==> src/rtl/cfgport_pkg.sv <==
package cfgport_pkg;

  localparam int KEY_LEN = 4;
  localparam int NUM_DEV = 3;

  localparam logic [7:0] IDX_EXIT    = 8'h02;
  localparam logic [7:0] EXIT_VALUE  = 8'h02;
  localparam logic [7:0] IDX_DEVSEL  = 8'h07;
  localparam logic [7:0] IDX_ID_HI   = 8'h20;
  localparam logic [7:0] IDX_ID_LO   = 8'h21;
  localparam logic [7:0] IDX_REV     = 8'h22;
  localparam logic [7:0] IDX_ACT     = 8'h30;
  localparam logic [7:0] IDX_BASE_HI = 8'h60;
  localparam logic [7:0] IDX_BASE_LO = 8'h61;

  // Unlock key, in the order it must arrive.
  function automatic logic [7:0] key_byte(input int pos);
    case (pos)
      0:       key_byte = 8'h87;
      1:       key_byte = 8'h01;
      default: key_byte = 8'h55;
    endcase
  endfunction

  // Device number of each implemented bank.
  function automatic logic [7:0] dev_num(input int slot);
    case (slot)
      0:       dev_num = 8'h07;
      1:       dev_num = 8'h09;
      default: dev_num = 8'h0A;
    endcase
  endfunction

endpackage

==> src/rtl/cfgport_keymatch.sv <==
module cfgport_keymatch
  import cfgport_pkg::*;
(
  input  logic       clk,
  input  logic       rst_n,
  input  logic       key_wr_i,
  input  logic [7:0] key_byte_i,
  input  logic       lock_req_i,
  output logic       unlocked_o
);

  localparam int PTR_W = $clog2(KEY_LEN);

  logic [PTR_W-1:0] pos_q, pos_d;
  logic             unl_q, unl_d;
  logic             en;

  assign en = lock_req_i | (~unl_q & key_wr_i);

  always_comb begin
    pos_d = pos_q;
    unl_d = unl_q;
    if (lock_req_i) begin
      unl_d = 1'b0;
      pos_d = '0;
    end else if (!unl_q && key_wr_i) begin
      if (key_byte_i == key_byte(int'(pos_q))) begin
        if (pos_q == PTR_W'(KEY_LEN - 1)) begin
          unl_d = 1'b1;
          pos_d = '0;
        end else begin
          pos_d = pos_q + 1'b1;
        end
      end else if (key_byte_i == key_byte(0)) begin
        pos_d = PTR_W'(1);
      end else begin
        pos_d = '0;
      end
    end
  end

  always_ff @(posedge clk or negedge rst_n) begin
    if (!rst_n) begin
      pos_q <= '0;
      unl_q <= 1'b0;
    end else if (en) begin
      pos_q <= pos_d;
      unl_q <= unl_d;
    end
  end

  assign unlocked_o = unl_q;

  // unlocking only ever follows a write of the final key byte
  assert_unlock_after_key_R2: assert property (@(posedge clk) disable iff (!rst_n)
    $rose(unl_q) |-> $past(key_wr_i && key_byte_i == key_byte(KEY_LEN - 1)));

  // a key write while locked that is not a full match keeps the lock
  assert_partial_key_locked_R3: assert property (@(posedge clk) disable iff (!rst_n)
    (!unl_q && key_wr_i && key_byte_i != key_byte(KEY_LEN - 1)) |=> !unl_q);

endmodule

==> src/rtl/cfgport_global.sv <==
module cfgport_global
  import cfgport_pkg::*;
#(
  parameter logic [15:0] CHIP_ID  = 16'hA5C3,
  parameter logic [3:0]  CHIP_REV = 4'h6
) (
  input  logic       clk,
  input  logic       rst_n,
  input  logic       wr_i,
  input  logic [7:0] idx_i,
  input  logic [7:0] wdata_i,
  output logic [7:0] devsel_o,
  output logic [7:0] rdata_o
);

  logic [7:0] sel_q;
  logic       sel_en;

  assign sel_en = wr_i & (idx_i == IDX_DEVSEL);

  always_ff @(posedge clk or negedge rst_n) begin
    if (!rst_n)      sel_q <= '0;
    else if (sel_en) sel_q <= wdata_i;
  end

  always_comb begin
    case (idx_i)
      IDX_DEVSEL: rdata_o = sel_q;
      IDX_ID_HI:  rdata_o = CHIP_ID[15:8];
      IDX_ID_LO:  rdata_o = CHIP_ID[7:0];
      IDX_REV:    rdata_o = {4'h0, CHIP_REV};
      default:    rdata_o = 8'h00;
    endcase
  end

  assign devsel_o = sel_q;

  // the select register only moves on a write addressed to it
  assert_devsel_hold_R6: assert property (@(posedge clk) disable iff (!rst_n)
    !(wr_i && idx_i == IDX_DEVSEL) |=> $stable(sel_q));

endmodule

==> src/rtl/cfgport_ldev.sv <==
module cfgport_ldev
  import cfgport_pkg::*;
#(
  parameter logic [7:0] DEV_NUM = 8'h07
) (
  input  logic       clk,
  input  logic       rst_n,
  input  logic [7:0] devsel_i,
  input  logic       wr_i,
  input  logic [7:0] idx_i,
  input  logic [7:0] wdata_i,
  output logic [7:0] rdata_o
);

  logic        sel;
  logic        act_q;
  logic [15:0] base_q;
  logic        act_en, hi_en, lo_en;

  assign sel    = (devsel_i == DEV_NUM);
  assign act_en = wr_i & sel & (idx_i == IDX_ACT);
  assign hi_en  = wr_i & sel & (idx_i == IDX_BASE_HI);
  assign lo_en  = wr_i & sel & (idx_i == IDX_BASE_LO);

  always_ff @(posedge clk or negedge rst_n) begin
    if (!rst_n)      act_q <= 1'b0;
    else if (act_en) act_q <= wdata_i[0];
  end

  always_ff @(posedge clk or negedge rst_n) begin
    if (!rst_n)     base_q[15:8] <= '0;
    else if (hi_en) base_q[15:8] <= wdata_i;
  end

  always_ff @(posedge clk or negedge rst_n) begin
    if (!rst_n)     base_q[7:0] <= '0;
    else if (lo_en) base_q[7:0] <= wdata_i;
  end

  always_comb begin
    rdata_o = 8'h00;
    if (sel) begin
      case (idx_i)
        IDX_ACT:     rdata_o = {7'h00, act_q};
        IDX_BASE_HI: rdata_o = base_q[15:8];
        IDX_BASE_LO: rdata_o = base_q[7:0];
        default:     rdata_o = 8'h00;
      endcase
    end
  end

  // a bank keeps its contents while another device is selected
  assert_bank_hold_R8: assert property (@(posedge clk) disable iff (!rst_n)
    !sel |=> ($stable(base_q) && $stable(act_q)));

endmodule

==> src/rtl/cfgport_ctrl.sv <==
module cfgport_ctrl
  import cfgport_pkg::*;
#(
  parameter int              ADDR_W     = 16,
  parameter logic [ADDR_W-1:0] INDEX_ADDR = 16'h002E,
  parameter logic [ADDR_W-1:0] DATA_ADDR  = 16'h002F,
  parameter logic [15:0]     CHIP_ID    = 16'hA5C3,
  parameter logic [3:0]      CHIP_REV   = 4'h6
) (
  input  logic              clk,
  input  logic              rst_n,
  input  logic [ADDR_W-1:0] io_addr,
  input  logic              io_wr,
  input  logic              io_rd,
  input  logic [7:0]        io_wdata,
  output logic [7:0]        io_rdata
);

  // Reset: asynchronous assert, synchronous release
  logic [1:0] rst_sync_q;
  logic       rst_ns;

  always_ff @(posedge clk or negedge rst_n) begin
    if (!rst_n) rst_sync_q <= '0;
    else        rst_sync_q <= {rst_sync_q[0], 1'b1};
  end
  assign rst_ns = rst_sync_q[1];

  logic       at_index, at_data;
  logic       unlocked;
  logic       key_wr, lock_req, cfg_wr, idx_en;
  logic [7:0] idx_q, idx_d;
  logic [7:0] devsel;
  logic [7:0] glob_rdata, cfg_rdata;
  logic [7:0] dev_rdata [NUM_DEV];

  assign at_index = (io_addr == INDEX_ADDR);
  assign at_data  = (io_addr == DATA_ADDR);
  assign key_wr   = io_wr & at_index;
  assign cfg_wr   = unlocked & io_wr & at_data;
  assign lock_req = cfg_wr & (idx_q == IDX_EXIT) & (io_wdata == EXIT_VALUE);
  assign idx_en   = (unlocked & io_wr & at_index) | lock_req;

  always_comb begin
    idx_d = io_wdata;
    if (lock_req) idx_d = 8'h00;
  end

  always_ff @(posedge clk or negedge rst_ns) begin
    if (!rst_ns)     idx_q <= '0;
    else if (idx_en) idx_q <= idx_d;
  end

  cfgport_keymatch u_keymatch (
    .clk        (clk),
    .rst_n      (rst_ns),
    .key_wr_i   (key_wr),
    .key_byte_i (io_wdata),
    .lock_req_i (lock_req),
    .unlocked_o (unlocked)
  );

  cfgport_global #(
    .CHIP_ID  (CHIP_ID),
    .CHIP_REV (CHIP_REV)
  ) u_global (
    .clk      (clk),
    .rst_n    (rst_ns),
    .wr_i     (cfg_wr),
    .idx_i    (idx_q),
    .wdata_i  (io_wdata),
    .devsel_o (devsel),
    .rdata_o  (glob_rdata)
  );

  for (genvar g = 0; g < NUM_DEV; g++) begin : g_dev
    cfgport_ldev #(
      .DEV_NUM (dev_num(g))
    ) u_ldev (
      .clk      (clk),
      .rst_n    (rst_ns),
      .devsel_i (devsel),
      .wr_i     (cfg_wr),
      .idx_i    (idx_q),
      .wdata_i  (io_wdata),
      .rdata_o  (dev_rdata[g])
    );
  end

  always_comb begin
    cfg_rdata = glob_rdata;
    for (int i = 0; i < NUM_DEV; i++) cfg_rdata = cfg_rdata | dev_rdata[i];
  end

  always_comb begin
    io_rdata = 8'hFF;
    if (io_rd && unlocked) begin
      if (at_index)     io_rdata = idx_q;
      else if (at_data) io_rdata = cfg_rdata;
    end
  end

  // the exit write locks the pair on the next cycle
  assert_exit_locks_R5: assert property (@(posedge clk) disable iff (!rst_ns)
    lock_req |=> !unlocked);

  // nothing written through the data port while locked reaches the select
  assert_locked_no_write_R4: assert property (@(posedge clk) disable iff (!rst_ns)
    !unlocked |=> $stable(devsel));

  // accesses elsewhere on the bus leave the index untouched
  assert_foreign_addr_R10: assert property (@(posedge clk) disable iff (!rst_ns)
    (!at_index && !at_data) |=> $stable(idx_q));

endmodule

==> config.mk <==
export PLATFORM = sky130hd
export DESIGN_NAME = cfgport_ctrl
export DESIGN_NICKNAME = d
export VERILOG_FILES = /design/src/rtl/cfgport_pkg.sv /design/src/rtl/cfgport_keymatch.sv /design/src/rtl/cfgport_global.sv /design/src/rtl/cfgport_ldev.sv /design/src/rtl/cfgport_ctrl.sv
export SDC_FILE = /design/constraint.sdc
export NUM_CORES = 1
export LEC_CHECK = 0
export ABC_AREA = 1
export CORE_ASPECT_RATIO = 1.75
export CORE_MARGIN = 1
export CORE_UTILIZATION = 29
export DETAILED_ROUTE_END_ITERATION = 10
export MAX_ROUTING_LAYER = met4
export PLACE_DENSITY = 0.46
export SLEW_MARGIN = 5
export SYNTH_ARGS = -nofsm -noshare
export SYNTH_HDL_FRONTEND = slang
export SYNTH_HIERARCHICAL = 1
export SYNTH_SLANG_ARGS = --single-unit
export TNS_END_PERCENT = 30
==> constraint.sdc <==
create_clock -name clk -period 4.7 [get_ports clk]
set_input_delay 0.47 -clock clk [delete_from_list [all_inputs] [get_ports clk]]
set_output_delay 0.47 -clock clk [all_outputs]
set_load 0.005 [all_outputs]
==> flow_summary.yaml, run 1 <==
clock_tree:
  cts_buffers: 9
  cts_tree: "done"
  cts-resized-gates: 0
  postCtsSetupRepairBufs: 0
  clock_latency_ns: 0.33
  ctsHoldBuffers: 0
  cts_root_buffer: "clkbuf_16"
  h-tree-depth: 3
  clk_pin_slew_ns: 0.05
  cts.sinks: 72
  clockBufferDepth: 2
timing:
  rsz0062_at_grt: "no"
  finalMaxSlewViolations: 0
  worst_clock_skew_ns: 0.003319
  hold_violations: 0
  period_share_pct: 72.55
  slew_headroom_pct: 45.70
  worst_slew_pin_slew_ns: 0.8144
  setup_violations: 0
  period_minus_slack_ns: 3.410
  tns_ns: 0
  fmax_mhz: 293.3
die:
  fp.dieH_um: 175.9
  core-area_sq_um: 16950
  rows: 63
  io_pins: 36
  dieWidth_um: 101.4
  start_util_pct: 29.58
  die-area_sq_um: 17840
pwr:
  power_mw: 1.313
  sw_frac_of_total_pct: 22.53
  cellLeakagePower_nw: 2.936
  vdd_ir_drop_max_mv: 0.1931
  intPower_mw: 1.018
  combPwrFrac_pct: 5.3
  p_switching_uw: 295.9
  p_per_area_nw_per_um2: 226.0
  clock_power_share_pct: 47.0
  p_seq_share_pct: 47.8
yosys:
  synthesis.area_sq_um: 5014
  ys_types: 32
  postSynthRegisterBits: 72
  ys_seq_area_share_pct: 35.94
  syn_inst: 720
  synth_top_area_share_pct: 35.94
  avgSynthCellArea_sq_um: 6.963
  yosysWarnings: 6
  synthTopCellsByArea: "dfrtp_1, nand2_1, nand3_1"
  yosysTopAreaCell: "dfrtp_1"
  syn-num-nets: 751
route:
  wl_mm: 15.84
  drt_iter0_drc: 299
  drc: 0
  avgRoutedWirePerCell_um: 15.96
  drt_pre_antenna_iters: 5
  viasPerCell: 4.848
  ant_nets: 0
  via_count: 4809
final_layout:
  diodes: 0
  layout_commonest_cell: "nand2_1"
  final_cell_mix: "nand2_1, nand3_1, inv_1"
  drive_above_1_share_pct: 12.68
  nets: 792
  num-fill-cells: 1855
  synthToLayoutAreaGrowth_pct: 15.92
placement:
  gp_congestion: 0.9360
  io_buffers: 35
  hpwl_mm: 11.57
outcome:
  outcome: "finished, final reports clean"
grt:
  use_met1_pct: 21.40
  grt_pass1_vias: 4799
  grt.overflow.total: 0
  grt_pass1_wl_mm: 25.58
  top_usage_layer: "met2"
  met3_usage_pct: 2.969
  track_usage_pct: 19.91
  antenna_found_initial: 0
  met2_usage_pct: 34.21
  grt_max_degree: 37
worst_hold_path:
  hold_class: "in -> async"
critical_path:
  worst-path-max-fanout: 16
  required_ns: 4.23
  critical_path_class: "reg -> out"
  arrival_ns: 2.94
  setup.worst_path.end_class: "primary output"
  startpoint_type: "flop"
run:
  cap_viol_max_count: 0
==> power groups by stage <==
stage               registers [mW]  clock network [mW]  logic [mW]
floorplan                    0.641                   0      0.0109
global route                 0.628               0.662      0.0751
detailed placement           0.639                   0      0.0702
global placement             0.639                   0      0.0697
CTS                          0.628               0.638      0.0704
finish                       0.627               0.617      0.0694
==> worst paths after layout <==
path	startpoint	end	slack (ns)	cells past startpoint
setup / recovery	idx_q[0]	io_rdata[6]	1.29	11
hold / removal	rst_n	rst_sync_q[1]	0.30	1
setup reg to reg	u_keymatch/unlocked_o	u_global/devsel_o[5]	2.63	6
hold reg to reg	rst_sync_q[0]	rst_sync_q[1]	0.35	0
max in group asynchronous	rst_sync_q[1]	g_dev[2].u_ldev/base_q[6]	3.31	1
min in group clk	rst_sync_q[0]	rst_sync_q[1]	0.35	0
==> flip-flops by register name, indices dropped and copies added (netlist names) <==
| name | count |
|---|---|
| g_dev.u_ldev/act_q | 3 |
| g_dev.u_ldev/base_q | 48 |
| idx_q | 8 |
| rst_sync_q | 2 |
| u_global/devsel_o | 8 |
| u_keymatch/pos_q | 2 |
| u_keymatch/unlocked_o | 1 |
==> area by class of cell <==
| class | count | area [sq um] | share of cell area [%] |
|---|---|---|---|
| Tap cell | 227 | 284.0 | 4.887 |
| Clock buffer | 14 | 254.0 | 4.370 |
| Timing Repair Buffer | 46 | 432.9 | 7.449 |
| Clock inverter | 1 | 5.005 | 0.08611 |
| Inverter | 98 | 380.4 | 6.545 |
| Sequential cell | 72 | 1803 | 31.02 |
| Multi-Input combinational cell | 534 | 2653 | 45.64 |
==> per-layer routing <==
layer,share of wire (%),vias to the layer above
li1,-,2375
met5,0,-
met3,3.5,42
met4,5.4,0
met1,38,2265
met2,53,127
==> cells by family (layout without fill, tap and decap cells) <==
| group | count (synthesis) | count (layout) | share of synthesized area (%) |
|---|---|---|---|
| flip-flops | 72 | 72 | 35.94 |
| adder cells (fa/ha/maj) | 3 | 3 | 0.7488 |
| AO/OA/AOI/OAI | 18 | 18 | 1.872 |
| buffers and inverters | 114 | 159 | 11.16 |
| other | 1 | 1 | 0.07480 |
| AND/OR/NAND/NOR | 512 | 512 | 50.21 |
==> cell usage after synthesis, drive strengths merged <==
master,count
conb,1
or2,2
clkbuf,2
nand3,105
clkinv,2
o22ai,1
nor2,103
o21ai,15
nand2,251
inv,96
o211ai,1
nor4,7
buf,14
dfrtp,72
a21oi,1
nand4,44
ha,3
==> critical path: stages, from the launching register on <==
cell             delay, ns
dfrtp_1               0.75
nand2_1               0.19
nor2_4                0.27
nand2_2               0.11
nand3_1               0.11
nand2_2               0.10
nor2_1                0.19
nor2_1                0.07
nand2_1               0.08
o21ai_0               0.08
o211ai_1              0.10
clkdlybuf4s50_1       0.54
==> metrics by stage <==
step	area [sq um]	setup slack, ns	utilization, %	hold WS [ns]	instances
finish	5812	1.290	34.29	0.3022	992
global route	5812	1.099	34.29	0.3042	992
CTS	5812	1.307	34.29	0.2889	992
detailed placement	5553	1.691	32.76	0.3495	977
global placement	5553	1.695	32.76	0.3353	977
floorplan	5014	2.546	-	0.1744	720
Power figures use the tool's default switching activity.
==> run 2: changes to the inputs <==
--- a/config.mk
+++ b/config.mk
@@ -11,7 +11,7 @@
 export CORE_UTILIZATION = 29
 export DETAILED_ROUTE_END_ITERATION = 10
 export MAX_ROUTING_LAYER = met4
-export PLACE_DENSITY = 0.46
+export PLACE_DENSITY = 0.48
 export SLEW_MARGIN = 5
 export SYNTH_ARGS = -nofsm -noshare
 export SYNTH_HDL_FRONTEND = slang
==> constraint.sdc (replaced) <==
create_clock -name clk -period 3.1 [get_ports clk]
set_input_delay 0.31 -clock clk [delete_from_list [all_inputs] [get_ports clk]]
set_output_delay 0.31 -clock clk [all_outputs]
set_load 0.005 [all_outputs]
==> flow_summary.yaml, run 2 (same netlist as run 1, synthesis figures left out) <==
outcome:
  outcome: "finished, final reports clean"
critical_path:
  critical_path_class: "reg -> out"
  worstPathCellList: "inv_2, nand2_1, nor2_4, nand2_2, nand3_1, nand2_2, nor2_1, nor2_1, nand2_1, o21ai_0, o211ai_1, clkdlybuf4s50_1"
  slowest_delay_ns: 0.56
  required_ns: 2.79
  r2r-start: "idx_q[5]"
  slowest_stage: "clkdlybuf4s50_1"
  cpLargestDelayFamily: "simple AND/OR/NAND/NOR gates"
  setup.worst_path.end_class: "primary output"
  worst-path-max-fanout: 10
  arrival_ns: 2.62
  crit_path_start: "idx_q[1]"
  startpoint_type: "flop"
  crit_buf_inv: 2
placement:
  gp_congestion: 0.9463
  dp_slack_ns: 0.4036
  io_buffers: 35
  hpwl_mm: 12.10
final_layout:
  largest_register_ffs: 48
  final_cell_mix: "nand2_1, nand3_1, inv_1"
  diodes: 0
  synthToLayoutAreaGrowth_pct: 21.89
  regMostFlops: "g_dev.u_ldev/base_q"
  drive_above_1_share_pct: 16.65
  layout_commonest_cell: "nand2_1"
  nets: 813
clock_tree:
  clock_latency_ns: 0.33
  clockBufferDepth: 2
  h-tree-depth: 3
  clk_pin_slew_ns: 0.06
  cts_tree: "done"
  cts_root_buffer: "clkbuf_16"
  cts_buffers: 9
  cts.sinks: 72
worst_hold_path:
  hold_class: "in -> async"
timing:
  setup_violations: 0
  period_minus_slack_ns: 2.934
  tns_ns: 0
  setup_ws_ns: 0.1663
  finalMaxSlewViolations: 0
  fmax_mhz: 340.9
  worst_clock_skew_ns: 0.01032
  slew_headroom_pct: 44.23
  hold_violations: 0
  period_share_pct: 94.64
  worst_slew_pin_slew_ns: 0.8365
grt:
  grt_pass1_vias: 4711
  grt_max_degree: 37
  grt_pass1_wl_mm: 25.64
  antenna_found_initial: 0
  track_usage_pct: 19.82
  grt.overflow.total: 0
route:
  drt_iter0_drc: 246
  drt_pre_antenna_iters: 5
  viasPerCell: 4.799
  drc: 0
  avgRoutedWirePerCell_um: 15.94
  ant_nets: 0
  via_count: 4866
  wl_mm: 16.17
pwr:
  p_per_area_nw_per_um2: 373.0
  power_mw: 2.279
  cellLeakagePower_nw: 3.092
  vdd_ir_drop_max_mv: 0.2724
die:
  dieWidth_um: 101.4
  start_util_pct: 29.58
  die-area_sq_um: 17840
  rows: 63
  io_pins: 36
  core-area_sq_um: 16950
  fp.dieH_um: 175.9
run:
  cap_viol_max_count: 0
-- run 2: final timing paths --
kind / to / slack, ns / cells after the start
max in group asynchronous: g_dev[0].u_ldev/base_q[7] / 2.04 / 1
worst min-delay path: rst_sync_q[0] / 0.13 / 1
worst max-delay path: io_rdata[6] / 0.17 / 12
worst min register to register: rst_sync_q[1] / 0.35 / 0
min in group clk: rst_sync_q[1] / 0.35 / 0
worst max register to register: u_global/devsel_o[0] / 1.31 / 8
-- run 2: where the power goes --
part | internal, mW | switching (mW)
combinational | 0.0458 | 0.0635
sequential | 0.941 | 0.00964
clock | 0.809 | 0.410
-- run 2: through the flow --
step	hold slack (ns)	area [sq um]	cells	utilization, %
4_1_cts	0.1207	5972	1001	35.24
3_3_place_gp	0.3384	5625	985	33.19
6_report	0.1296	6111	1014	36.06
2_1_floorplan	0.01441	5014	720	-
5_1_grt	0.1156	6111	1014	36.06
3_5_place_dp	0.3365	5625	985	33.19
-- run 2: timing repair --
item                                    CTS  global route
setup buffers                             0            13
endpoints found under the setup margin    0             8
resized for setup                         0             9
endpoints found under the hold margin     0             0
hold buffers                              0             0
-- run 2: layout make-up --
| type | count | area [sq um] |
|---|---|---|
| clock buffers | 11 | 242.7 |
| clock inverters | 5 | 103.9 |
| fillers | 1839 | 10840 |
| inverters | 98 | 380.4 |
| multi-input cells | 534 | 2659 |
| flip-flops and latches | 72 | 1813 |
| well taps | 227 | 284.0 |
| repair buffers | 67 | 628.1 |
-- run 2: layer usage --
layer | track usage (%) | vias up | share of wire (%)
met3 | 2.534 | 32 | 2.7
li1 | - | 2415 | -
met1 | 20.85 | 2284 | 39
met2 | 35.46 | 135 | 54
met5 | - | - | 0
met4 | 10.39 | 0 | 4.7
-- run 2: worst reg2reg max path: cells and delay by family, from the launching register on --
| family | cells | cell delay, ns |
|---|---|---|
| buffers and inverters | 3 | 0.45 |
| DFF | 1 | 0.49 |
| and+or+nand+nor | 5 | 0.73 |
